$ cat src/rtl/pop_seq_pkg.sv
`timescale 1ns/1ps
package pop_seq_pkg;
  typedef enum logic [2:0] {
    ST_OFF,
    ST_WAIT_CS,
    ST_RAMP_UP,
    ST_SET_VOL,
    ST_PA_SETTLE,
    ST_PLAYING,
    ST_RAMP_DOWN,
    ST_FINAL_OFF
  } seq_state_e;
endpackage

$ cat src/rtl/pop_step_tick.sv
`timescale 1ns/1ps
// Step pacing: one tick every TICK_DIV cycles while run_i is held.
module pop_step_tick #(
  parameter int TICK_DIV = 2000
) (
  input  logic clk,
  input  logic rst,
  input  logic run_i,
  output logic tick_o
);
  localparam int CW = (TICK_DIV > 2) ? $clog2(TICK_DIV) : 1;
  localparam logic [CW-1:0] LAST = CW'(TICK_DIV - 1);

  logic [CW-1:0] cnt_q;

  assign tick_o = run_i && (cnt_q == LAST);

  always_ff @(posedge clk) begin
    if (rst || !run_i || tick_o) cnt_q <= '0;
    else                         cnt_q <= cnt_q + 1'b1;
  end

  initial assert (TICK_DIV >= 2);

  // Two ticks never come back to back (R2 step spacing)
  p_tick_spaced_r2: assert property (@(posedge clk) disable iff (rst)
    tick_o |=> !tick_o);
endmodule

$ cat src/rtl/pop_code_ramp.sv
`timescale 1ns/1ps
// Unit-step up/down counter for the DAC code, bounded by 0 and mid-scale.
module pop_code_ramp #(
  parameter int CODE_W = 16
) (
  input  logic              clk,
  input  logic              rst,
  input  logic              up_i,
  input  logic              dn_i,
  output logic [CODE_W-1:0] code_o,
  output logic              up_last_o,
  output logic              dn_last_o
);
  localparam logic [CODE_W-1:0] MID = {1'b1, {(CODE_W-1){1'b0}}};
  localparam logic [CODE_W-1:0] ONE = CODE_W'(1);

  assign up_last_o = (code_o == MID - ONE);
  assign dn_last_o = (code_o == ONE);

  always_ff @(posedge clk) begin
    if (rst)                        code_o <= '0;
    else if (up_i && code_o != MID) code_o <= code_o + ONE;
    else if (dn_i && code_o != '0)  code_o <= code_o - ONE;
  end

  p_code_cap_r2: assert property (@(posedge clk) disable iff (rst)
    code_o <= MID);

  p_unit_step_r2: assert property (@(posedge clk) disable iff (rst)
    (code_o != $past(code_o)) |->
      ((code_o == $past(code_o) + ONE) || (code_o == $past(code_o) - ONE)));
endmodule

$ cat src/rtl/pop_settle_timer.sv
`timescale 1ns/1ps
// Counts step ticks after the amplifier is switched on; goal captured while off.
module pop_settle_timer #(
  parameter int SETTLE_W = 16
) (
  input  logic                clk,
  input  logic                rst,
  input  logic                load_i,
  input  logic [SETTLE_W-1:0] cfg_i,
  input  logic                run_i,
  input  logic                tick_i,
  output logic                done_o
);
  logic [SETTLE_W-1:0] goal_q;
  logic [SETTLE_W-1:0] cnt_q;
  logic [SETTLE_W:0]   goal_eff;

  assign goal_eff = (goal_q == '0) ? (SETTLE_W+1)'(1) : {1'b0, goal_q};
  assign done_o   = run_i && tick_i && (({1'b0, cnt_q} + 1'b1) >= goal_eff);

  always_ff @(posedge clk) begin
    if (rst) begin
      goal_q <= '0;
      cnt_q  <= '0;
    end else begin
      if (load_i) goal_q <= cfg_i;
      if (!run_i)      cnt_q <= '0;
      else if (tick_i) cnt_q <= cnt_q + 1'b1;
    end
  end

  // Goal must not move while the timer runs
  p_goal_frozen_r5: assert property (@(posedge clk) disable iff (rst)
    run_i && $past(run_i) |-> $stable(goal_q));
endmodule

$ cat src/rtl/pop_seq_fsm.sv
`timescale 1ns/1ps
// Sequence control: orders ramps, volume, mute and amplifier enable.
module pop_seq_fsm
  import pop_seq_pkg::*;
#(
  parameter int VOL_W = 7
) (
  input  logic             clk,
  input  logic             rst,
  input  logic             start_req,
  input  logic             stop_req,
  input  logic             flash_cs_n,
  input  logic [VOL_W-1:0] vol_target,
  input  logic             tick,
  input  logic             up_last,
  input  logic             dn_last,
  input  logic             settle_done,
  output logic             step_up,
  output logic             step_dn,
  output logic             tick_run,
  output logic             settle_run,
  output logic             settle_load,
  output logic             dac_en,
  output logic             amp_en,
  output logic             mute_n,
  output logic [VOL_W-1:0] vol_code,
  output logic             ready
);
  seq_state_e state_q;

  assign step_up     = (state_q == ST_RAMP_UP)   && tick;
  assign step_dn     = (state_q == ST_RAMP_DOWN) && tick;
  assign settle_run  = (state_q == ST_PA_SETTLE);
  assign settle_load = (state_q == ST_OFF);
  assign tick_run    = (state_q == ST_RAMP_UP) || (state_q == ST_PA_SETTLE) ||
                       (state_q == ST_RAMP_DOWN);

  always_ff @(posedge clk) begin
    if (rst) begin
      state_q  <= ST_OFF;
      dac_en   <= 1'b1;
      amp_en   <= 1'b0;
      mute_n   <= 1'b1;
      vol_code <= '0;
      ready    <= 1'b0;
    end else begin
      case (state_q)
        ST_OFF: if (start_req) begin
          state_q  <= ST_WAIT_CS;
          dac_en   <= 1'b1;
          mute_n   <= 1'b1;
          amp_en   <= 1'b0;
          vol_code <= '0;
        end
        ST_WAIT_CS: if (!flash_cs_n) state_q <= ST_RAMP_UP;
        ST_RAMP_UP: if (tick && up_last) begin
          state_q  <= ST_SET_VOL;
          vol_code <= vol_target;
        end
        ST_SET_VOL: begin
          mute_n  <= 1'b0;
          state_q <= ST_PA_SETTLE;
        end
        ST_PA_SETTLE: begin
          amp_en <= 1'b1;
          if (settle_done) begin
            mute_n  <= 1'b1;
            ready   <= 1'b1;
            state_q <= ST_PLAYING;
          end
        end
        ST_PLAYING: if (stop_req) begin
          amp_en   <= 1'b0;
          vol_code <= '0;
          ready    <= 1'b0;
          state_q  <= ST_RAMP_DOWN;
        end
        ST_RAMP_DOWN: if (tick && dn_last) state_q <= ST_FINAL_OFF;
        ST_FINAL_OFF: begin
          mute_n  <= 1'b0;
          dac_en  <= 1'b0;
          state_q <= ST_OFF;
        end
        default: state_q <= ST_OFF;
      endcase
    end
  end

  p_cs_gate_r3: assert property (@(posedge clk) disable iff (rst)
    (state_q == ST_RAMP_UP && $past(state_q) == ST_WAIT_CS) |-> !$past(flash_cs_n));

  p_ready_state_r6: assert property (@(posedge clk) disable iff (rst)
    ready |-> (state_q == ST_PLAYING));

  p_mute_hold_down_r7: assert property (@(posedge clk) disable iff (rst)
    (state_q == ST_RAMP_DOWN) |-> mute_n && !amp_en);
endmodule

$ cat src/rtl/pop_seq_top.sv
`timescale 1ns/1ps
module pop_seq_top #(
  parameter int CODE_W   = 16,
  parameter int VOL_W    = 7,
  parameter int SETTLE_W = 16,
  parameter int TICK_DIV = 2000
) (
  input  logic                clk,
  input  logic                rst,
  input  logic                start_req,
  input  logic                stop_req,
  input  logic                flash_cs_n,
  input  logic [VOL_W-1:0]    vol_target,
  input  logic [SETTLE_W-1:0] settle_cfg,
  output logic [CODE_W-1:0]   dac_code,
  output logic                dac_en,
  output logic                amp_en,
  output logic                spk_mute_n,
  output logic [VOL_W-1:0]    vol_code,
  output logic                ready
);
  localparam logic [CODE_W-1:0] MID = {1'b1, {(CODE_W-1){1'b0}}};

  logic tick, tick_run, step_up, step_dn, up_last, dn_last;
  logic settle_run, settle_load, settle_done;

  pop_step_tick #(.TICK_DIV(TICK_DIV)) u_tick (
    .clk(clk), .rst(rst), .run_i(tick_run), .tick_o(tick));

  pop_code_ramp #(.CODE_W(CODE_W)) u_ramp (
    .clk(clk), .rst(rst), .up_i(step_up), .dn_i(step_dn),
    .code_o(dac_code), .up_last_o(up_last), .dn_last_o(dn_last));

  pop_settle_timer #(.SETTLE_W(SETTLE_W)) u_settle (
    .clk(clk), .rst(rst), .load_i(settle_load), .cfg_i(settle_cfg),
    .run_i(settle_run), .tick_i(tick), .done_o(settle_done));

  pop_seq_fsm #(.VOL_W(VOL_W)) u_fsm (
    .clk(clk), .rst(rst), .start_req(start_req), .stop_req(stop_req),
    .flash_cs_n(flash_cs_n), .vol_target(vol_target), .tick(tick),
    .up_last(up_last), .dn_last(dn_last), .settle_done(settle_done),
    .step_up(step_up), .step_dn(step_dn), .tick_run(tick_run),
    .settle_run(settle_run), .settle_load(settle_load),
    .dac_en(dac_en), .amp_en(amp_en), .mute_n(spk_mute_n),
    .vol_code(vol_code), .ready(ready));

  p_amp_at_mid_r4: assert property (@(posedge clk) disable iff (rst)
    amp_en |-> (dac_code == MID));

  p_amp_after_mute_r4: assert property (@(posedge clk) disable iff (rst)
    $rose(amp_en) |-> !spk_mute_n);

  p_ready_full_r6: assert property (@(posedge clk) disable iff (rst)
    ready |-> (amp_en && spk_mute_n && dac_code == MID));

  p_amp_off_quiet_r7: assert property (@(posedge clk) disable iff (rst)
    $fell(amp_en) |-> (vol_code == '0));

  p_dac_off_at_zero_r8: assert property (@(posedge clk) disable iff (rst)
    $fell(dac_en) |-> (dac_code == '0 && !spk_mute_n));
endmodule

$ cat config.mk
export PLATFORM = sky130hd
export DESIGN_NAME = pop_seq_top
export DESIGN_NICKNAME = d
export VERILOG_FILES = /design/src/rtl/pop_seq_pkg.sv /design/src/rtl/pop_step_tick.sv /design/src/rtl/pop_code_ramp.sv /design/src/rtl/pop_settle_timer.sv /design/src/rtl/pop_seq_fsm.sv /design/src/rtl/pop_seq_top.sv
export SDC_FILE = /design/constraint.sdc
export NUM_CORES = 1
export LEC_CHECK = 0
export ABC_AREA = 1
export ABC_CLOCK_PERIOD_IN_PS = 4900
export BUFFER_PORTS_ARGS = -buffer_cell sky130_fd_sc_hd__buf_2
export CELL_PAD_IN_SITES_DETAIL_PLACEMENT = 0
export CELL_PAD_IN_SITES_GLOBAL_PLACEMENT = 1
export CORE_MARGIN = 2
export CORE_UTILIZATION = 45
export CTS_CLUSTER_DIAMETER = 30
export DETAILED_ROUTE_END_ITERATION = 7
export MAX_ROUTING_LAYER = met4
export PLACE_DENSITY = 0.95
export RECOVER_POWER = 50
export SETUP_SLACK_MARGIN = 0.4
export SLEW_MARGIN = 20
export SYNTH_ARGS = -nofsm -noshare
export SYNTH_HDL_FRONTEND = slang
export SYNTH_SLANG_ARGS = --single-unit
export TNS_END_PERCENT = 100
$ cat constraint.sdc
create_clock -name clk -period 4.9 [get_ports clk]
set_clock_uncertainty 0.15 [all_clocks]
set_input_delay 0.49 -clock clk [delete_from_list [all_inputs] [get_ports clk]]
set_output_delay 0.49 -clock clk [all_outputs]
set_load 0.005 [all_outputs]
# Word level (Yosys, flattened, before mapping)
# Index checks and enable logic that the tools add are counted.
[classes]
n_bitwise = 1
mux = 22
n_addsub = 5
n_lt_le_gt_ge = 1
n_eq_ne = 17
reduce_logical = 31
[op_table]
columns = ["op", "count"]
rows = [
  ["16-bit two-way mux", 3],
  ["16-bit by 1-bit adder with 16-bit output (second input constant)", 2],
  ["3-bit case mux with 8 select lines", 1],
  ["7-bit two-way mux", 3],
  ["7-bit case mux with 3 select lines", 1],
  ["3-bit two-way mux", 6],
  ["16-bit by 1-bit adder with 17-bit output (second input constant)", 1],
  ["17-bit greater-or-equal comparator", 1],
  ["16-bit by 1-bit == test with 1-bit output (second input constant)", 1],
  ["16-bit by 15-bit == test with 1-bit output (second input constant)", 1],
  ["16-bit logical NOT", 1],
  ["16-bit inequality test (second input constant)", 1],
  ["16-bit nonzero test", 1],
  ["16-bit by 1-bit subtractor with 16-bit output (second input constant)", 1],
  ["3-bit == test (second input constant)", 4],
  ["2-bit inequality test (second input constant)", 6],
  ["11-bit by 1-bit adder with 11-bit output (second input constant)", 1],
  ["11-bit == test (second input constant)", 1],
  ["1-bit logical AND", 9],
  ["3-bit AND reduction", 3],
  ["3-bit nonzero test", 3],
  ["3-bit by 2-bit == test with 1-bit output (second input constant)", 2],
  ["1-bit case mux with 3 select lines", 2],
  ["6-bit AND reduction", 1],
  ["11 further kinds", 21],
]
[totals]
register_bits = 73
in_bits = 28
output_inout_bits = 27
elab_cells = 87

# Logic depth before layout (Yosys ltp)
# Gate-level depths: netlist of run 1.
[depth]
word_depth = 8
mapped_depth = 21
ltp_nobuf = 21

# By module
# From an unflattened synthesis of run 1, not the netlist that was laid out.
[unflattened]
hier_cells = 725
area_unflattened_um2 = 4986.0
[modules_own_cells]
columns = ["module", "seq_area_each_um2", "area_per_inst_um2", "cells_per_inst", "instances"]
rows = [
  ["pop_settle_timer", 640.6, 2050.7, 289, 1],
  ["pop_code_ramp", 320.3, 1529.0, 247, 1],
  ["pop_seq_fsm", 280.3, 844.6, 116, 1],
  ["pop_step_tick", 220.2, 561.8, 73, 1],
]

# Least setup slack after synthesis of run 1
# Ideal clock, no wire load.
[synth_path]
kind = "flip-flop to flip-flop"
from = "reg u_settle.cnt_q[2]"
to = "reg u_fsm.state_q[0]"
stages_incl_launch_ff = 22
required_ns = 4.637
setup_ns = 0.113
period_less_slack_ns = 2.609
slack_ns = 2.291
n_path_buf = 0
arrival_time_ns = 2.346
cell_sequence = "dfxtp_1 -> nand3_1 -> nor2_1 -> nand4_1 -> nor2_1 -> nand2_1 -> nor2_1 -> nand2_1 -> xor2_1 -> ha_1 -> nand2_1 -> a21oi_1 -> o21bai_1 -> nand2_1 -> nor2_1 -> nand2_1 -> nand2_1 -> nand2_1 -> nand2_1 -> nand2_1 -> nand2_1 -> nor2_1"
[synth_between]
elab_chain_len = 5
[synth_rtl]
columns = ["item", "line_no", "rtl"]
rows = [
  ["start: declaration", "pop_settle_timer.sv:15", "logic [SETTLE_W-1:0] cnt_q;"],
  ["start signal: assignment", "pop_settle_timer.sv:28", "else if (tick_i) cnt_q <= cnt_q + 1'b1;"],
  ["16-bit by 1-bit adder with 17-bit output", "pop_settle_timer.sv:19", "assign done_o = run_i && tick_i && (({1'b0, cnt_q} + 1'b1) >= goal_eff);"],
  ["17-bit greater-or-equal comparator", "pop_settle_timer.sv:19", ""],
  ["1-bit logical AND", "pop_settle_timer.sv:19", ""],
  ["2-bit inequality test (no source line)", "--", ""],
  ["6-bit AND reduction (no source line)", "--", ""],
  ["end signal: assignment", "pop_seq_fsm.sv:40", "state_q <= ST_OFF;"],
  ["end signal: assignment", "pop_seq_fsm.sv:49", "state_q <= ST_WAIT_CS;"],
  ["end signal: assignment", "pop_seq_fsm.sv:55", "ST_WAIT_CS: if (!flash_cs_n) state_q <= ST_RAMP_UP;"],
  ["end: declaration", "pop_seq_fsm.sv:29", "seq_state_e state_q;"],
]
# Every way passes these cells.
# A chain may end at the register's enable or synchronous reset.

# Worst setup path after layout of run 1
[layout_path]
from = "reg u_fsm.state_q[0]"
to = "reg u_ramp.code_o[8]"
[layout_between]
elab_chain_len = 7
word_cells_on_any_way = 12
classes_between = "eq/ne: 3; mux: 1; reduce/logical: 8"
[layout_rtl]
columns = ["item", "line_no", "rtl"]
rows = [
  ["3-bit by 2-bit == test with 1-bit output or 3-bit == test (tied branches)", "pop_seq_fsm.sv:31, pop_seq_fsm.sv:35", ""],
  ["1-bit logical OR (2 in series)", "pop_seq_fsm.sv:35", "assign tick_run = (state_q == ST_RAMP_UP) || (state_q == ST_PA_SETTLE) ||"],
  ["1-bit logical AND", "pop_step_tick.sv:16", "assign tick_o = run_i && (cnt_q == LAST);"],
  ["1-bit logical AND (on tied branches)", "pop_seq_fsm.sv:31, pop_seq_fsm.sv:32", ""],
  ["1-bit logical AND (on tied branches)", "pop_code_ramp.sv:22, pop_code_ramp.sv:23", ""],
  ["16-bit two-way mux or 2-bit nonzero test (tied branches)", "--", ""],
  ["end signal: assignment", "pop_code_ramp.sv:22", "else if (up_i && code_o != MID) code_o <= code_o + ONE;"],
  ["end signal: assignment", "pop_code_ramp.sv:23", "else if (dn_i && code_o != '0) code_o <= code_o - ONE;"],
  ["end: declaration", "pop_code_ramp.sv:10", "output logic [CODE_W-1:0] code_o,"],
]
# Parallel ways exist; a longest one is shown, timed or not.

==> results of run 1 <==
-- routing by layer --
layer / vias to the layer above / global-route usage
met5: - / -
met4: 0 / 0.09211
met3: 17 / 0.02755
met2: 83 / 0.3447
met1: 1932 / 0.2947
li1: 2196 / -
-- worst register-to-register path: cells and delay by family, from the launching register on --
family	cells	cell delay (ns)
flip-flops	1	0.36
AND/OR/NAND/NOR	8	1.35
adder cells (fa/ha/maj)	1	0.23
buffers and inverters	4	0.73
AO/OA/AOI/OAI	1	0.06
-- how the worst max path moves through the flow --
stage,cells after the start,slack [ns],end
after global placement,21,2.02,u_fsm.state_q[1]$_SDFFE_PP0P_
after CTS,18,1.89,u_fsm.state_q[1]$_SDFFE_PP0P_
after detailed placement,18,1.92,u_fsm.state_q[1]$_SDFFE_PP0P_
after global routing,21,1.52,u_fsm.state_q[1]$_SDFFE_PP0P_
after floorplan,21,2.29,u_fsm.state_q[0]$_SDFFE_PP0P_
final,14,1.86,u_ramp.code_o[8]$_SDFFE_PP0P_
-- placed cells by master (no fill, tap or decap), types with 3 or more instances in the layout --
master / n
a211oi_1: 4
a21oi_1: 55
buf_2: 35
bufinv_16: 4
clkbuf_1: 19
clkbuf_8: 11
dfxtp_1: 73
ha_1: 26
inv_1: 82
inv_2: 11
nand2_1: 128
nand3_1: 38
nand3b_1: 10
nand4_1: 12
nor2_1: 75
nor2_2: 4
nor3_1: 13
nor4_1: 7
o21ai_0: 34
o21ai_1: 6
or2_1: 3
xnor2_1: 3
xor2_1: 25
-- sequential cells by signal (all words and copies together) (netlist names), 3 cells and up --
| name | flops |
|---|---|
| u_settle.cnt_q | 16 |
| u_fsm.state_q | 3 |
| u_fsm.vol_code | 7 |
| u_settle.goal_q | 16 |
| u_ramp.code_o | 16 |
| u_tick.cnt_q | 11 |
-- cells by family (layout without fill, tap and decap cells) --
logic type      after synthesis  after routing
flops                        73             73
buf+inv                     112            166
fa+ha+maj                    26             26
xor+xnor                     28             28
simple gates                301            301
compound gates              107            107
-- cells in the mapped netlist, drive strengths merged, types with 10 or more instances --
library cell / number / area, um2
nor2: 80 / 326.6
xor2: 25 / 219.0
nand2: 130 / 495.5
nand3b: 10 / 75.07
ha: 26 / 325.3
o21ai: 40 / 200.2
nor3: 16 / 101.4
a21oi: 55 / 275.3
nand4: 12 / 75.07
dfxtp: 73 / 1461
inv: 94 / 355.3
nand3: 40 / 222.7
-- through the flow --
stage          worst slack [ns]  utilization  instance area (um2)
2_1_floorplan             2.291            -                 4428
3_3_place_gp              2.017       0.4958                 4780
3_5_place_dp              1.920       0.4958                 4780
4_1_cts                   1.888       0.5245                 5056
5_1_grt                   1.523       0.5213                 5025
6_report                  1.863       0.5213                 5025
-- report_power, final --
part | internal [W] | switching (W) | leakage (nW) | total, W
sequential | 0.000674 | 0.0000495 | 0.593 | 0.000724
clock | 0.000417 | 0.000242 | 0.140 | 0.000659
combinational | 0.000192 | 0.000354 | 1.58 | 0.000546
-- area by class of cell --
type / instances / area, um2 / share of cell area
Multi-Input combinational cell: 462 / 2510 / 0.4995
Sequential cell: 73 / 1461 / 0.2908
Inverter: 96 / 364.1 / 0.07246
Timing Repair Buffer: 54 / 246.5 / 0.04905
Tap cell: 133 / 166.4 / 0.03312
Clock buffer: 11 / 151.4 / 0.03013
Clock inverter: 5 / 125.1 / 0.02490
==> results.cfg, run 1 <==
[critical_path]
r2r_start = u_fsm.state_q[0]$_SDFFE_PP0P_
max_stage_delay_ns = 0.43
startpoint = u_fsm.state_q[0]$_SDFFE_PP0P_
cp_cell_sequence = inv_1 > ha_1 > nand2_1 > nand2_1 > nand2_1 > nor2_2 > nand3_1 > inv_1 > nand3_1 > inv_4 > nor2_8 > clkinv_2 > nand2_1 > a21oi_1
arrival_ns = 3.09
required_ns = 4.95
reg2reg_depth = 14
crit_fanout = 15
worstReg2RegEnd = u_ramp.code_o[8]$_SDFFE_PP0P_
critPathBufInv = 4
end_kind = register
critical_path.top_delay_family = simple AND/OR/NAND/NOR gates
rrSetupSlack_ns = 1.86
critical_path_class = reg2reg
cp-start-kind = register
critPathSlowestCell = nand3_1
crit_top_cell = nand2_1

[floorplanning]
die_h_um = 103.2
core_area_um2 = 9639
initial_core_util = 0.4594
die_area_um2 = 10650
ios = 55
die_w_um = 103.2
row_count = 36

[finish]
fin_nets = 750
n_antenna_cell = 0
stdcell_count = 834
fillers = 970
syn2layout_area_growth_pct = 13.48
drive_gt1_frac = 0.1084

[logic_synthesis]
muxShareOfSynthArea = 0
dominantRegCellSynth = dfxtp_1
synthAdderAreaFrac = 0.07347
yosysWarnings = 0
synth_cells = 647
synthSimpleGateAreaFrac = 0.3117
synthXorXnorAreaFrac = 0.05538
ys_types = 42
synth-seq-cells = 73
avgSynthCellArea_um2 = 6.844
synth_nets = 701
ys_seq_area_frac = 0.3300
synth_compound_area_frac = 0.1280
synth_area_um2 = 4428
synth_edf_count = 0
ys_async_sr_fraction = 0
synth_top_family_by_area = simple AND/OR/NAND/NOR gates

[job]
drv_cap = 0

[drt]
route.detailed.drc = 0
drt_wl_total_um = 11060
via_per_inst = 5.070
wl_met2_um = 5096
met3WireLength_um = 394
dr.first_iter.drc_count = 220
wl_met1_um = 5331
first_pass_iters = 5
vias = 4228
antenna_left = 0
top_layer_used = met4
post_drt_wl_per_cell_um = 13.26

[clock_tree]
clock_tree.buffer_depth = 2
clk_pin_slew_ns = 0.08
ctsHoldBuffers = 0
ctsResizeCount = 0
clkSinkCount = 73
htreeDepth = 3
cts-root-buf = clkbuf_8
cts_buffers = 9
tritoncts = built
cts_setup_buffers = 0
clk_latency_ns = 0.36

[global_routing]
gr-total-overflow = 0
grt_usage = 0.2223
grt_max_degree = 34
grt_pass1_vias = 3830
grt_antenna_before_repair = 0
grt_pass1_wl_um = 17930

[timing]
max-slew-margin-rel = 0.3341
layout_min_cycle_time_ns = 3.037
finalCritPeriodShare = 0.6198
slew_violations = 0
rsz0062_at_grt = false
hold_violations = 0
setup_viol = 0
fmaxAchievable_mhz = 329.3
worstMarginPinSlew_ns = 0.9989
tns_ns = 0
whs_ns = 0.2133

[power_and_ir_drop]
leakagePower_nw = 2.312
powerDensity_nw_per_um2 = 383.7
ir_drop_mv = 0.1795
p_total_w = 0.001928

[status]
status = finished, final reports clean

[place]
dp.cells = 818
hpwl_um = 8317
place.gp.congestion = 0.9445
io_buffers = 54

[hold_path]
hold_depth = 3
min-delay-path-class = in2reg
whs_endpoint = u_settle.goal_q[0]$_SDFFE_PP0P_
min-delay-start = settle_cfg[0]
Note: power is estimated with default switching activity, not from simulation.
==> inputs of run 2 (changes only) <==
--- a/config.mk
+++ b/config.mk
@@ -6,16 +6,16 @@
 export NUM_CORES = 1
 export LEC_CHECK = 0
 export ABC_AREA = 1
-export ABC_CLOCK_PERIOD_IN_PS = 4900
+export ABC_CLOCK_PERIOD_IN_PS = 3000
 export BUFFER_PORTS_ARGS = -buffer_cell sky130_fd_sc_hd__buf_2
 export CELL_PAD_IN_SITES_DETAIL_PLACEMENT = 0
 export CELL_PAD_IN_SITES_GLOBAL_PLACEMENT = 1
 export CORE_MARGIN = 2
-export CORE_UTILIZATION = 45
+export CORE_UTILIZATION = 42
 export CTS_CLUSTER_DIAMETER = 30
 export DETAILED_ROUTE_END_ITERATION = 7
 export MAX_ROUTING_LAYER = met4
-export PLACE_DENSITY = 0.95
+export PLACE_DENSITY = 0.91
 export RECOVER_POWER = 50
 export SETUP_SLACK_MARGIN = 0.4
 export SLEW_MARGIN = 20
==> constraint.sdc (replaced) <==
create_clock -name clk -period 3 [get_ports clk]
set_clock_uncertainty 0.15 [all_clocks]
set_input_delay 0.3 -clock clk [delete_from_list [all_inputs] [get_ports clk]]
set_output_delay 0.3 -clock clk [all_outputs]
set_load 0.005 [all_outputs]
==> results.cfg, run 2 (synthesized netlist as in run 1, its figures left out) <==
[power_and_ir_drop]
powerDensity_nw_per_um2 = 571.4
p_comb_frac = 0.329
p_total_w = 0.003033
swShare = 0.3625
intPower_w = 0.001934
switching_power_w = 0.001099
leakagePower_nw = 2.462
clkPwrFrac = 0.281
pwr-share-seq = 0.390
ir_drop_mv = 0.2880

[critical_path]
cp-start-kind = register
crit_fanout = 5
critical_path_class = reg2reg
end_kind = register
arrival_ns = 2.85
required_ns = 3.10

[global_routing]
grt_max_degree = 33
grt_pass1_vias = 4044
grt_antenna_before_repair = 0
grt_usage = 0.2141
grt_pass1_wl_um = 19150
gr-total-overflow = 0

[floorplanning]
die_h_um = 106.7
core_area_um2 = 10280
row_count = 37
initial_core_util = 0.4308
die_w_um = 106.7
die_area_um2 = 11380
ios = 55

[hold_path]
min-delay-path-class = in2reg

[drt]
vias = 4366
post_drt_wl_per_cell_um = 13.47
first_pass_iters = 5
drt_wl_total_um = 11570
route.detailed.drc = 0
via_per_inst = 5.083
antenna_left = 0
dr.first_iter.drc_count = 223

[clock_tree]
cts_buffers = 9
htreeDepth = 3
clk_latency_ns = 0.35
clkSinkCount = 73
clock_tree.buffer_depth = 2
cts-root-buf = clkbuf_8
clk_pin_slew_ns = 0.08
tritoncts = built

[timing]
fmaxAchievable_mhz = 363.0
slew_violations = 0
finalCritPeriodShare = 0.9184
rsz0062_at_grt = true
hold_violations = 0
worstMarginPinSlew_ns = 0.6079
setup_viol = 0
tns_ns = 0
max-slew-margin-rel = 0.5916
layout_min_cycle_time_ns = 2.755

[place]
postPlaceCellArea_um2 = 4838
io_buffers = 54
dp.cells = 828
place.gp.congestion = 0.9127
hpwl_um = 8228

[status]
status = finished, final reports clean

[finish]
stdcell_count = 859
fin_area_um2 = 5308
post-route-util = 0.5164
final_common_cell = nand2_1
fin_nets = 772
final_cell_mix = nand2_1 (121), inv_1 (81), nor2_1 (70)
top_regs = u_ramp.code_o x16, u_settle.cnt_q x16, u_settle.goal_q x16
n_antenna_cell = 0
drive_gt1_frac = 0.1812
syn2layout_area_growth_pct = 19.86

[job]
drv_cap = 0
## run 2: path summary, 6_finish.rpt
kind	cells past startpoint	slack [ns]	end	from
min reg2reg	1	0.31	u_tick.cnt_q[0]$_SDFF_PP0_	u_tick.cnt_q[0]$_SDFF_PP0_
min	3	0.03	u_settle.goal_q[0]$_SDFFE_PP0P_	settle_cfg[0]
max	18	0.24	u_fsm.state_q[1]$_SDFFE_PP0P_	u_settle.cnt_q[1]$_SDFFE_PP0P_
max reg2reg	18	0.24	u_fsm.state_q[1]$_SDFFE_PP0P_	u_settle.cnt_q[1]$_SDFFE_PP0P_
## run 2: cell type report
| class | instances | area, um2 |
|---|---|---|
| clock buffer | 10 | 127.6 |
| clock inverter | 6 | 82.58 |
| fill | 1006 | 4970 |
| inverter | 96 | 364.1 |
| multi-input combinational | 462 | 2655 |
| sequential | 73 | 1473 |
| tap | 136 | 170.2 |
| timing repair buffer | 76 | 435.4 |
## run 2: worst max-delay path: stages, from the launching register on
cell and delay [ns]:
dfxtp_4 0.39, ha_4 0.15, nand3_4 0.10, inv_1 0.07, nand4_1 0.19, nor2_2 0.20
xor2_2 0.18, ha_1 0.27, a21o_1 0.18, a21oi_1 0.13, nand2_1 0.08, nor2_2 0.10
nand2_2 0.08, nand2_4 0.08, nand2_4 0.07, nand2_4 0.10, nand2_1 0.05, nand2_1 0.05
nor2_1 0.04
## run 2: per-layer routing
| layer | vias to the layer above | global-route usage | share of wire |
|---|---|---|---|
| met2 | 107 | 0.3276 | 0.45 |
| met4 | 0 | 0.08163 | 0.020 |
| li1 | 2242 | - | - |
| met3 | 22 | 0.04134 | 0.049 |
| met1 | 1995 | 0.2812 | 0.48 |
| met5 | - | - | 0 |
## run 2: through the flow
| step | hold WS (ns) | setup WS [ns] |
|---|---|---|
| finish | 0.02989 | 0.2448 |
| CTS | 0.02038 | 0.2606 |
| global route | 0.04954 | 0.09905 |
| detailed placement | 0.2965 | 0.06615 |
| floorplan | 0.2676 | 0.4205 |
| global placement | 0.2785 | 0.1603 |
## run 2: power by group through the flow
stage | registers, W | clock network, W | logic [W]
2_1_floorplan | 0.00118 | 0 | 0.000722
3_3_place_gp | 0.00120 | 0 | 0.000918
3_5_place_dp | 0.00120 | 0 | 0.000940
4_1_cts | 0.00118 | 0.000869 | 0.000954
5_1_grt | 0.00120 | 0.000909 | 0.00114
6_report | 0.00118 | 0.000852 | 0.000999
## run 2: what timing repair did
| item | 4_1_cts | 5_1_grt |
|---|---|---|
| hold buffers | 0 | 0 |
| pin swaps | 10 | 18 |
| setup buffers | 12 | 3 |
| endpoints found under the setup margin | 5 | 12 |
| gates resized for setup | 18 | 24 |
